**config.mk**
```make
export PLATFORM = sky130hd
export DESIGN_NAME = burst_colgen
export DESIGN_NICKNAME = d
export VERILOG_FILES = /design/src/rtl/burst_colgen_pkg.sv /design/src/rtl/colgen_len_decode.sv /design/src/rtl/colgen_addr_gen.sv /design/src/rtl/burst_colgen.sv
export SDC_FILE = /design/constraint.sdc
export NUM_CORES = 1
export LEC_CHECK = 0
export BUFFER_PORTS_ARGS = -buffer_cell sky130_fd_sc_hd__buf_2
export CAP_MARGIN = 20
export CORE_ASPECT_RATIO = 2
export CORE_MARGIN = 4
export CORE_UTILIZATION = 45
export CTS_BUF_LIST = sky130_fd_sc_hd__clkbuf_2
export DETAILED_ROUTE_END_ITERATION = 7
export GPL_ROUTABILITY_DRIVEN = 0
export GPL_TIMING_DRIVEN = 0
export PLACE_DENSITY_LB_ADDON = 0.1
export SYNTH_ARGS = -nofsm -noshare
export SYNTH_HDL_FRONTEND = slang
export SYNTH_SLANG_ARGS = --single-unit
```
**constraint.sdc**
```tcl
create_clock -name clk -period 4.81 [get_ports clk]
set_clock_uncertainty 0.15 [all_clocks]
set_input_delay 0.2405 -clock clk [delete_from_list [all_inputs] [get_ports clk]]
set_output_delay 0.2405 -clock clk [all_outputs]
set_load 0.02 [all_outputs]
```
**src/rtl/burst_colgen_pkg.sv**
```systemverilog
package burst_colgen_pkg;
  localparam int COL_W    = 10;
  localparam int LEN_W    = 3;
  localparam int MAX_LOG2 = 3;   // largest fixed burst is 2**MAX_LOG2 beats

  typedef enum logic [LEN_W-1:0] {
    LEN_1    = 3'b000,
    LEN_2    = 3'b001,
    LEN_4    = 3'b010,
    LEN_8    = 3'b011,
    LEN_PAGE = 3'b111
  } len_code_e;
endpackage

```
**src/rtl/colgen_len_decode.sv**
```systemverilog
module colgen_len_decode #(
  parameter int COL_W    = burst_colgen_pkg::COL_W,
  parameter int LEN_W    = burst_colgen_pkg::LEN_W,
  parameter int MAX_LOG2 = burst_colgen_pkg::MAX_LOG2
) (
  input  logic [LEN_W-1:0] code_i,
  output logic [COL_W-1:0] mask_o,
  output logic             page_o,
  output logic             rsvd_o
);
  localparam int NCODE     = 1 << LEN_W;
  localparam int PAGE_CODE = NCODE - 1;

  logic [COL_W-1:0] mask_tab [NCODE];
  logic [NCODE-1:0] page_tab;
  logic [NCODE-1:0] rsvd_tab;

  // one table entry per code: full page, a power-of-two block, or reserved
  for (genvar k = 0; k < NCODE; k++) begin : g_code
    if (k == PAGE_CODE) begin : g_page
      assign mask_tab[k] = '1;
      assign page_tab[k] = 1'b1;
      assign rsvd_tab[k] = 1'b0;
    end else if (k <= MAX_LOG2) begin : g_fixed
      assign mask_tab[k] = COL_W'((1 << k) - 1);
      assign page_tab[k] = 1'b0;
      assign rsvd_tab[k] = 1'b0;
    end else begin : g_rsvd
      assign mask_tab[k] = '0;
      assign page_tab[k] = 1'b0;
      assign rsvd_tab[k] = 1'b1;
    end
  end

  assign mask_o = mask_tab[code_i];
  assign page_o = page_tab[code_i];
  assign rsvd_o = rsvd_tab[code_i];
endmodule

```
**src/rtl/colgen_addr_gen.sv**
```systemverilog
module colgen_addr_gen #(
  parameter int COL_W = burst_colgen_pkg::COL_W
) (
  input  logic [COL_W-1:0] base_i,
  input  logic [COL_W-1:0] beat_i,
  input  logic [COL_W-1:0] mask_i,
  input  logic             ilv_i,
  output logic [COL_W-1:0] addr_o
);
  logic [COL_W-1:0] low_seq;
  logic [COL_W-1:0] low_ilv;

  assign low_seq = base_i + beat_i;
  assign low_ilv = base_i ^ beat_i;

  // bits above the mask come from the start column; bits inside it are stepped
  assign addr_o = (base_i & ~mask_i) | ((ilv_i ? low_ilv : low_seq) & mask_i);
endmodule

```
**src/rtl/burst_colgen.sv**
```systemverilog
module burst_colgen #(
  parameter int COL_W    = burst_colgen_pkg::COL_W,
  parameter int LEN_W    = burst_colgen_pkg::LEN_W,
  parameter int MAX_LOG2 = burst_colgen_pkg::MAX_LOG2
) (
  input  logic             clk,
  input  logic             rst_n,
  input  logic             start_i,
  input  logic [COL_W-1:0] start_col_i,
  input  logic [LEN_W-1:0] len_code_i,
  input  logic             ilv_i,
  input  logic             term_i,
  input  logic             col_ready_i,
  output logic             col_valid_o,
  output logic [COL_W-1:0] col_addr_o,
  output logic             col_last_o,
  output logic             len_err_o
);
  logic [COL_W-1:0] dec_mask;
  logic             dec_page, dec_rsvd;

  logic             active_q;
  logic [COL_W-1:0] base_q, beat_q, mask_q;
  logic             ilv_q, page_q, rsvd_q;
  logic             fire, end_beat;

  colgen_len_decode #(.COL_W(COL_W), .LEN_W(LEN_W), .MAX_LOG2(MAX_LOG2)) u_dec (
    .code_i (len_code_i),
    .mask_o (dec_mask),
    .page_o (dec_page),
    .rsvd_o (dec_rsvd)
  );

  colgen_addr_gen #(.COL_W(COL_W)) u_addr (
    .base_i (base_q),
    .beat_i (beat_q),
    .mask_i (mask_q),
    .ilv_i  (ilv_q),
    .addr_o (col_addr_o)
  );

  assign fire     = active_q & col_ready_i;
  assign end_beat = active_q & (term_i | (~page_q & (beat_q == mask_q)));

  always_ff @(posedge clk) begin
    if (!rst_n) begin
      active_q <= 1'b0;
      base_q   <= '0;
      beat_q   <= '0;
      mask_q   <= '0;
      ilv_q    <= 1'b0;
      page_q   <= 1'b0;
      rsvd_q   <= 1'b0;
    end else if (start_i) begin
      active_q <= 1'b1;
      base_q   <= start_col_i;
      beat_q   <= '0;
      mask_q   <= dec_mask;
      ilv_q    <= ilv_i & ~dec_page;
      page_q   <= dec_page;
      rsvd_q   <= dec_rsvd;
    end else if (fire) begin
      if (end_beat) active_q <= 1'b0;
      else          beat_q   <= beat_q + 1'b1;
    end
  end

  assign col_valid_o = active_q;
  assign col_last_o  = end_beat;
  assign len_err_o   = active_q & rsvd_q;


  start_load_chk: assert property (@(posedge clk) disable iff (!rst_n)
    start_i |=> col_valid_o && col_addr_o == $past(start_col_i));

  stall_hold_chk: assert property (@(posedge clk) disable iff (!rst_n)
    col_valid_o && !col_ready_i && !start_i |=> col_valid_o && $stable(col_addr_o));

  block_fixed_chk: assert property (@(posedge clk) disable iff (!rst_n)
    col_valid_o && col_ready_i && !col_last_o && !start_i
      |=> ((col_addr_o ^ $past(col_addr_o)) & ~mask_q) == '0);

  seq_step_chk: assert property (@(posedge clk) disable iff (!rst_n)
    col_valid_o && col_ready_i && !col_last_o && !start_i && !ilv_q
      |=> ((col_addr_o - $past(col_addr_o)) & mask_q) == COL_W'(1));

  end_drop_chk: assert property (@(posedge clk) disable iff (!rst_n)
    col_valid_o && col_ready_i && col_last_o && !start_i |=> !col_valid_o);

  page_nolast_chk: assert property (@(posedge clk) disable iff (!rst_n)
    col_valid_o && page_q && !term_i |-> !col_last_o);

  err_valid_chk: assert property (@(posedge clk) disable iff (!rst_n)
    len_err_o |-> col_valid_o && col_last_o);
endmodule

```
==> results of run 1 <==
## flip-flops by register name, summed over array words and instances, names as in the netlist
signal and cells:
base_q 10, beat_q 10, col_valid_o 1, ilv_q 1, mask_q 3, page_q 1
rsvd_q 1
## area by class of cell
class                   count  area, um^2  area share [%]
flip-flops and latches     27         541            24.7
clock buffers               3        15.0           0.685
plain buffers               7        43.8            2.00
clock inverters             1        7.51           0.342
repair buffers             48         335            15.3
multi-input cells         173        1170            53.3
well taps                  51        63.8            2.91
inverters                   5        18.8           0.856
## cells in the final DEF (no fill, tap or decap), types with 5 or more instances in the layout
| cell | count |
|---|---|
| mux2i_1 | 13 |
| a21oi_1 | 14 |
| buf_2 | 30 |
| nand3_1 | 11 |
| o21ai_0 | 6 |
| a21o_1 | 5 |
| nor2b_1 | 12 |
| dfxtp_1 | 27 |
| or4_1 | 6 |
| dlygate4sd3_1 | 19 |
| nor2_1 | 16 |
| ha_1 | 10 |
| nand2_1 | 16 |
| xnor2_1 | 8 |
## stage by stage
step,cell area [um^2],hold WS [ns],util [%]
floorplan,1770,0.198,-
global placement,1980,0.304,51.5
detailed placement,1980,0.303,51.5
CTS,2190,0.314,57.0
global route,2190,0.358,57.0
finish,2190,0.326,57.0
## power by group through the flow
stage | combinational (W) | sequential, W | clock [W]
2_1_floorplan | 0.0000543 | 0.000243 | 0
3_3_place_gp | 0.0000793 | 0.000244 | 0
3_5_place_dp | 0.0000803 | 0.000244 | 0
4_1_cts | 0.0000924 | 0.000240 | 0.0000975
5_1_grt | 0.000102 | 0.000242 | 0.000104
6_report | 0.0000923 | 0.000240 | 0.0000939
## cell families after synthesis
family	Yosys count	share of synthesized area, %
XOR/XNOR	12	5.94
buffers and inverters	12	3.53
AND/OR/NAND/NOR	86	25.4
AO/OA/AOI/OAI	50	18.4
multiplexers	14	7.99
flip-flops	27	30.5
adder cells (fa/ha/maj)	11	8.20
## per-layer routing
metal,vias to the layer above,wire (um),track usage [%]
li1,867,-,-
met1,783,1810,21.4
met2,43,2380,33.5
met3,9,128,1.54
met4,0,114,7.09
met5,-,0,0
## repair_timing
action | in CTS | in global routing
setup endpoints to repair | 0 | 0
endpoints found under the hold margin | 17 | 0
resized for setup | 0 | 0
hold buffers | 19 | 0
## Yosys cell counts, types with 2 or more instances
library cell  count
xnor2_1           8
nand4_1           3
a21oi_1          14
nand3_1          11
o21ai_0           6
mux2i_1          13
ha_1             10
a21boi_1          4
o31ai_1           3
inv_1             4
nand2b_1          4
or2_2             2
clkbuf_1          4
a21o_1            5
o21ai_1           2
nor3_1            3
nand2_1          16
nor2b_1          12
a31oi_1           3
or4_1             6
dfxtp_1          27
and3_1            3
a211oi_1          2
nor2_1           16
nor4_1            2
and2_1            4
o211ai_1          3
xor2_1            4
## tightest hold or removal path, cell delays in order
cell and delay [ns]:
clkbuf_1 0.30, mux2i_1 0.24, nor2b_1 0.05
## worst paths after layout
kind / from / endpoint / slack [ns]
setup / recovery: beat_q[0] / col_addr_o[6] / 1.82
hold / removal: start_i / base_q[0] / 0.33
setup reg to reg: beat_q[6] / col_valid_o / 2.52
hold reg to reg: rsvd_q / rsvd_q / 0.35
==> run_results.csv, run 1 <==
group,metric,value,unit
final_layout,nets,295,
routing,first_pass_iters,4,
die,dieArea,0.00506,mm^2
clocking,cts-htree-levels,1,
sta,hold_viol_final,0,
min_path,worstHoldPathType,"in -> reg",
setup_path,worstPathArrival,2.60,ns
synthesis,synth_top_area_share,30.5,%
final_layout,insertedDiodeCount,0,
sta,rsz0062_at_grt,"false",
setup_path,worst_setup_path_end_kind,"output port",
final_layout,final_cells,315,
synthesis,yosys-top-cells-area,"dfxtp_1, mux2i_1, ha_1",
min_path,whs_path_depth,3,
sta,worstMarginPinSlew,0.708,ns
sta,final.min_clock_period,2.99,ns
die,core_area,0.00384,mm^2
die,initial_core_util,46.1,%
routing,wl_per_cell,14.1,um
synthesis,yosysWarnings,0,
synthesis,synth_area,0.00177,mm^2
clocking,cts-root-buf,"clkbuf_2",
synthesis,avgSynthCellArea,8.35,um^2
clocking,numCtsBuffers,3,
die,row_count,32,
synthesis,yosysSeqAreaShare,30.5,%
global_routing,grt_pass1_vias,1633,
synthesis,async_reset_ff_share,0,%
power,power.total,0.000426,W
placement,dp_slack,2.32,ns
power,p_int,0.000296,W
global_routing,grt-ovfl-total,0,
setup_path,path_delay_family,"simple AND/OR/NAND/NOR gates",
routing,wirelength,4.43,mm
sta,max_freq,335,MHz
status,status,"finished, final reports clean",
synthesis,synthesis.nets,242,
synthesis,synth_largest_area_cell,"dfxtp_1",
global_routing,grt_max_degree,17,
routing,ant_nets,0,
placement,place_hpwl,3.30,mm
global_routing,grt_pass1_wl,7.38,mm
die,die_w,52.4,um
sta,setup_ws,1.82,ns
die,ioPinCount,32,
setup_path,crit_required,4.42,ns
clocking,path_clk_slew,0.29,ns
final_layout,fill_cells,388,
power,p_sw_share,30.6,%
routing,drc,0,
power,p_comb_share,21.6,%
setup_path,slowest_delay,0.46,ns
power,p_seq_share,56.3,%
power,p_leak,0.979,nW
clocking,clk_path_buf_depth,2,
setup_path,cp_max_fo,5,
clocking,post-cts-setup-buffers,0,
synthesis,netlist_instances,212,
setup_path,cp.buffers_inverters,1,
flow_run,maxCapViolCount,0,
synthesis,synth_ff_type,"dfxtp_1",
setup_path,reg2reg_depth,5,
sta,finalSetupTns,0,ns
sta,drv_slew,0,
setup_path,crit_chain,"ha_1 > fa_1 > and3_1 > nor4_1 > nor3_1 > xnor2_1 > a21oi_1 > buf_2",
clocking,cts.sinks,27,
sta,max_slew_margin,52.8,%
sta,setup_violations,0,
final_layout,synthToLayoutAreaGrowth,23.8,%
setup_path,worstSetupPathDepth,8,
synthesis,ys_types,46,
synthesis,synth_edf_count,0,
routing,num_vias,1702,
global_routing,track_usage,18.6,%
power,p_per_area,195,mW/mm^2
routing,drt-initial-drc-count,28,
clocking,clk_latency,0.39,ns
sta,min_period_over_period,62.1,%
synthesis,synth_seq_cells,27,
global_routing,antenna_found_initial,0,
clocking,cts_tree,"done",
setup_path,crit_slowest_cell,"dfxtp_1",
die,die_h,96.7,um
placement,portBuffers,29,
power,p_sw,0.000130,W
final_layout,drive_above_1_share,16.3,%
power,ir_drop,0.151,mV
setup_path,cp-start-kind,"register",
power,p_clk_share,22.0,%
routing,vias_per_cell,5.40,
placement,placedCellCount,292,
setup_path,path_class,"reg -> out",
(Power assumes the default switching activity.)
==> inputs of run 2 (changes only) <==
--- a/config.mk
+++ b/config.mk
@@ -5,6 +5,7 @@
 export SDC_FILE = /design/constraint.sdc
 export NUM_CORES = 1
 export LEC_CHECK = 0
+export ABC_AREA = 1
 export BUFFER_PORTS_ARGS = -buffer_cell sky130_fd_sc_hd__buf_2
 export CAP_MARGIN = 20
 export CORE_ASPECT_RATIO = 2
==> constraint.sdc (replaced) <==
create_clock -name clk -period 2.9 [get_ports clk]
set_clock_uncertainty 0.15 [all_clocks]
set_input_delay 0.145 -clock clk [delete_from_list [all_inputs] [get_ports clk]]
set_output_delay 0.145 -clock clk [all_outputs]
set_load 0.02 [all_outputs]
==> run_results.csv, run 2 <==
group,metric,value,unit
final_layout,fill_cells,378,
synthesis,yosysMostFrequentCell,"nand2_1",
synthesis,synth_top_area_share,29.9,%
die,row_count,32,
global_routing,grt_max_degree,17,
final_layout,mostFrequentLayoutCell,"nand2_1",
placement,dp_slack,0.774,ns
die,core_area,0.00388,mm^2
synthesis,yosys-top-cells-count,"nand2_1, nor2_1, dfxtp_1",
min_path,worstHoldPathType,"in -> reg",
setup_path,crit_slowest_cell,"dfxtp_1",
setup_path,cp_max_fo,7,
global_routing,grt_pass1_wl,8.54,mm
synthesis,synth_area,0.00181,mm^2
sta,setup_violations,0,
flow_run,maxCapViolCount,0,
die,initial_core_util,46.6,%
status,status,"finished, final reports clean",
setup_path,slowest_delay,0.53,ns
sta,hold_viol_final,0,
min_path,hold_start,"len_code_i[1]",
routing,wirelength,4.97,mm
final_layout,mostFrequentLayoutCells,"nand2_1, buf_2, nor2_1",
die,die_w,52.8,um
clocking,clk_latency,0.38,ns
global_routing,track_usage,21.5,%
synthesis,yosys-top-cells-area,"dfxtp_1, nand2_1, ha_1",
final_layout,synthToLayoutAreaGrowth,27.8,%
setup_path,worstPathArrival,2.27,ns
sta,finalSetupTns,0,ns
global_routing,grt_pass1_vias,1941,
clocking,cts-root-buf,"clkbuf_2",
die,die_h,97.6,um
synthesis,synth_largest_area_cell,"dfxtp_1",
synthesis,async_reset_ff_share,0,%
sta,rsz0062_at_grt,"false",
sta,min_period_over_period,88.5,%
global_routing,antenna_found_initial,0,
synthesis,synth_edf_count,0,
clocking,path_clk_slew,0.28,ns
clocking,cts.sinks,27,
final_layout,drive_above_1_share,14.9,%
synthesis,ys_types,33,
final_layout,insertedDiodeCount,0,
routing,wl_per_cell,13.1,um
sta,max_freq,390,MHz
final_layout,largestRegisters,"base_q (10), beat_q (10), mask_q (3)",
clocking,clk_path_buf_depth,2,
placement,place_hpwl,3.58,mm
setup_path,regToRegEndpoint,"col_valid_o",
clocking,post-cts-setup-buffers,0,
die,dieArea,0.00516,mm^2
sta,setup_ws,0.334,ns
min_path,whs_path_depth,3,
global_routing,grt-ovfl-total,0,
power,ir_drop,0.255,mV
synthesis,yosysSeqAreaShare,29.9,%
synthesis,yosysWarnings,0,
sta,max_slew_margin,59.9,%
die,ioPinCount,32,
placement,portBuffers,31,
synthesis,synth_seq_cells,27,
synthesis,avgSynthCellArea,6.75,um^2
power,p_leak,1.09,nW
routing,drt-initial-drc-count,42,
routing,num_vias,1910,
routing,ant_nets,0,
clocking,cts_tree,"done",
synthesis,synthesis.nets,298,
setup_path,reg2reg_depth,8,
sta,drv_slew,0,
min_path,whs_endpoint,"page_q",
routing,first_pass_iters,4,
setup_path,path_common_cell,"nand2_1",
synthesis,netlist_instances,268,
routing,vias_per_cell,5.03,
setup_path,cp-start-kind,"register",
setup_path,crit_chain,"ha_1 > fa_1 > nand3_1 > nand2_1 > nand3_1 > o21ai_1 > nand2_1 > nand2_1 > nand3_1 > nand2_1 > buf_2",
clocking,cts-htree-levels,1,
synthesis,synth_ff_type,"dfxtp_1",
clocking,numCtsBuffers,3,
sta,final.min_clock_period,2.57,ns
power,p_per_area,322,mW/mm^2
final_layout,nets,360,
setup_path,worst_setup_path_end_kind,"output port",
setup_path,r2r_slack,0.84,ns
sta,worstMarginPinSlew,0.601,ns
setup_path,path_class,"reg -> out",
routing,drc,0,
setup_path,crit_required,2.61,ns
setup_path,r2r-start,"beat_q[1]",
## run 2: metal layers
layer / global-route usage [%] / part of all wire [%] / routed length [um] / up-vias
li1: - / - / - / 999
met1: 23.3 / 39 / 1920 / 857
met2: 40.3 / 56 / 2760 / 41
met3: 2.00 / 3.1 / 152 / 13
met4: 7.87 / 2.6 / 127 / 0
met5: 0 / 0 / 0 / -
## run 2: kinds of logic after synthesis
kind of cell	Yosys count	synth area share, %
compound gates	46	13.8
flops	27	29.9
simple gates	134	33.6
fa+ha+maj	11	8.03
buf+inv	36	7.89
xor+xnor	14	6.78
## run 2: worst max-delay path, delay by kind of cell (launching register included)
family | cells | cell delay (ns)
and+or+nand+nor | 7 | 0.54
DFF | 1 | 0.53
adders and majority gates | 2 | 0.46
AOI/OAI and AO/OA | 1 | 0.19
buffers and inverters | 1 | 0.15
## run 2: metrics by stage
stage                     std cells  total power, W  area, um^2  hold WS, ns  utilization, %
after floorplan                 268        0.000512        1810        0.130               -
after global placement          350        0.000565        2030        0.216            52.2
after detailed placement        350        0.000567        2030        0.222            52.2
after CTS                       380        0.000746        2310       0.0275            59.5
after global routing            380        0.000784        2310       0.0534            59.5
final                           380        0.000744        2310       0.0543            59.5
## run 2: how the worst max path moves through the flow
stage / depth (start not counted) / to / startpoint / slack [ns]
floorplan: 7 / col_addr_o[4] / beat_q[0] / 0.92
global placement: 11 / col_addr_o[8] / beat_q[0] / 0.80
detailed placement: 11 / col_addr_o[8] / beat_q[0] / 0.77
CTS: 11 / col_addr_o[8] / beat_q[0] / 0.29
global route: 11 / col_addr_o[8] / beat_q[0] / 0.15
finish: 11 / col_addr_o[8] / beat_q[0] / 0.33
## run 2: cell type report
| cell class | count | area, um^2 | share of cell area [%] |
|---|---|---|---|
| plain buffers | 6 | 25.0 | 1.08 |
| clock buffers | 3 | 15.0 | 0.650 |
| clock inverters | 1 | 7.51 | 0.325 |
| inverters | 30 | 118 | 5.09 |
| multi-input cells | 205 | 1120 | 48.7 |
| flip-flops and latches | 27 | 541 | 23.4 |
| well taps | 51 | 63.8 | 2.76 |
| repair buffers | 57 | 415 | 18.0 |
## run 2: report_power, final
group / total [W] / internal [W] / leakage, nW / switching [W]
clock network: 0.000155 / 0.0000319 / 0.0126 / 0.000124
logic: 0.000185 / 0.0000783 / 0.858 / 0.000107
registers: 0.000404 / 0.000389 / 0.222 / 0.0000150
## run 2: timing repair
action,4_1_cts,5_1_grt
endpoints found under the hold margin,20,0
hold buffers,26,0
gates resized for setup,0,0
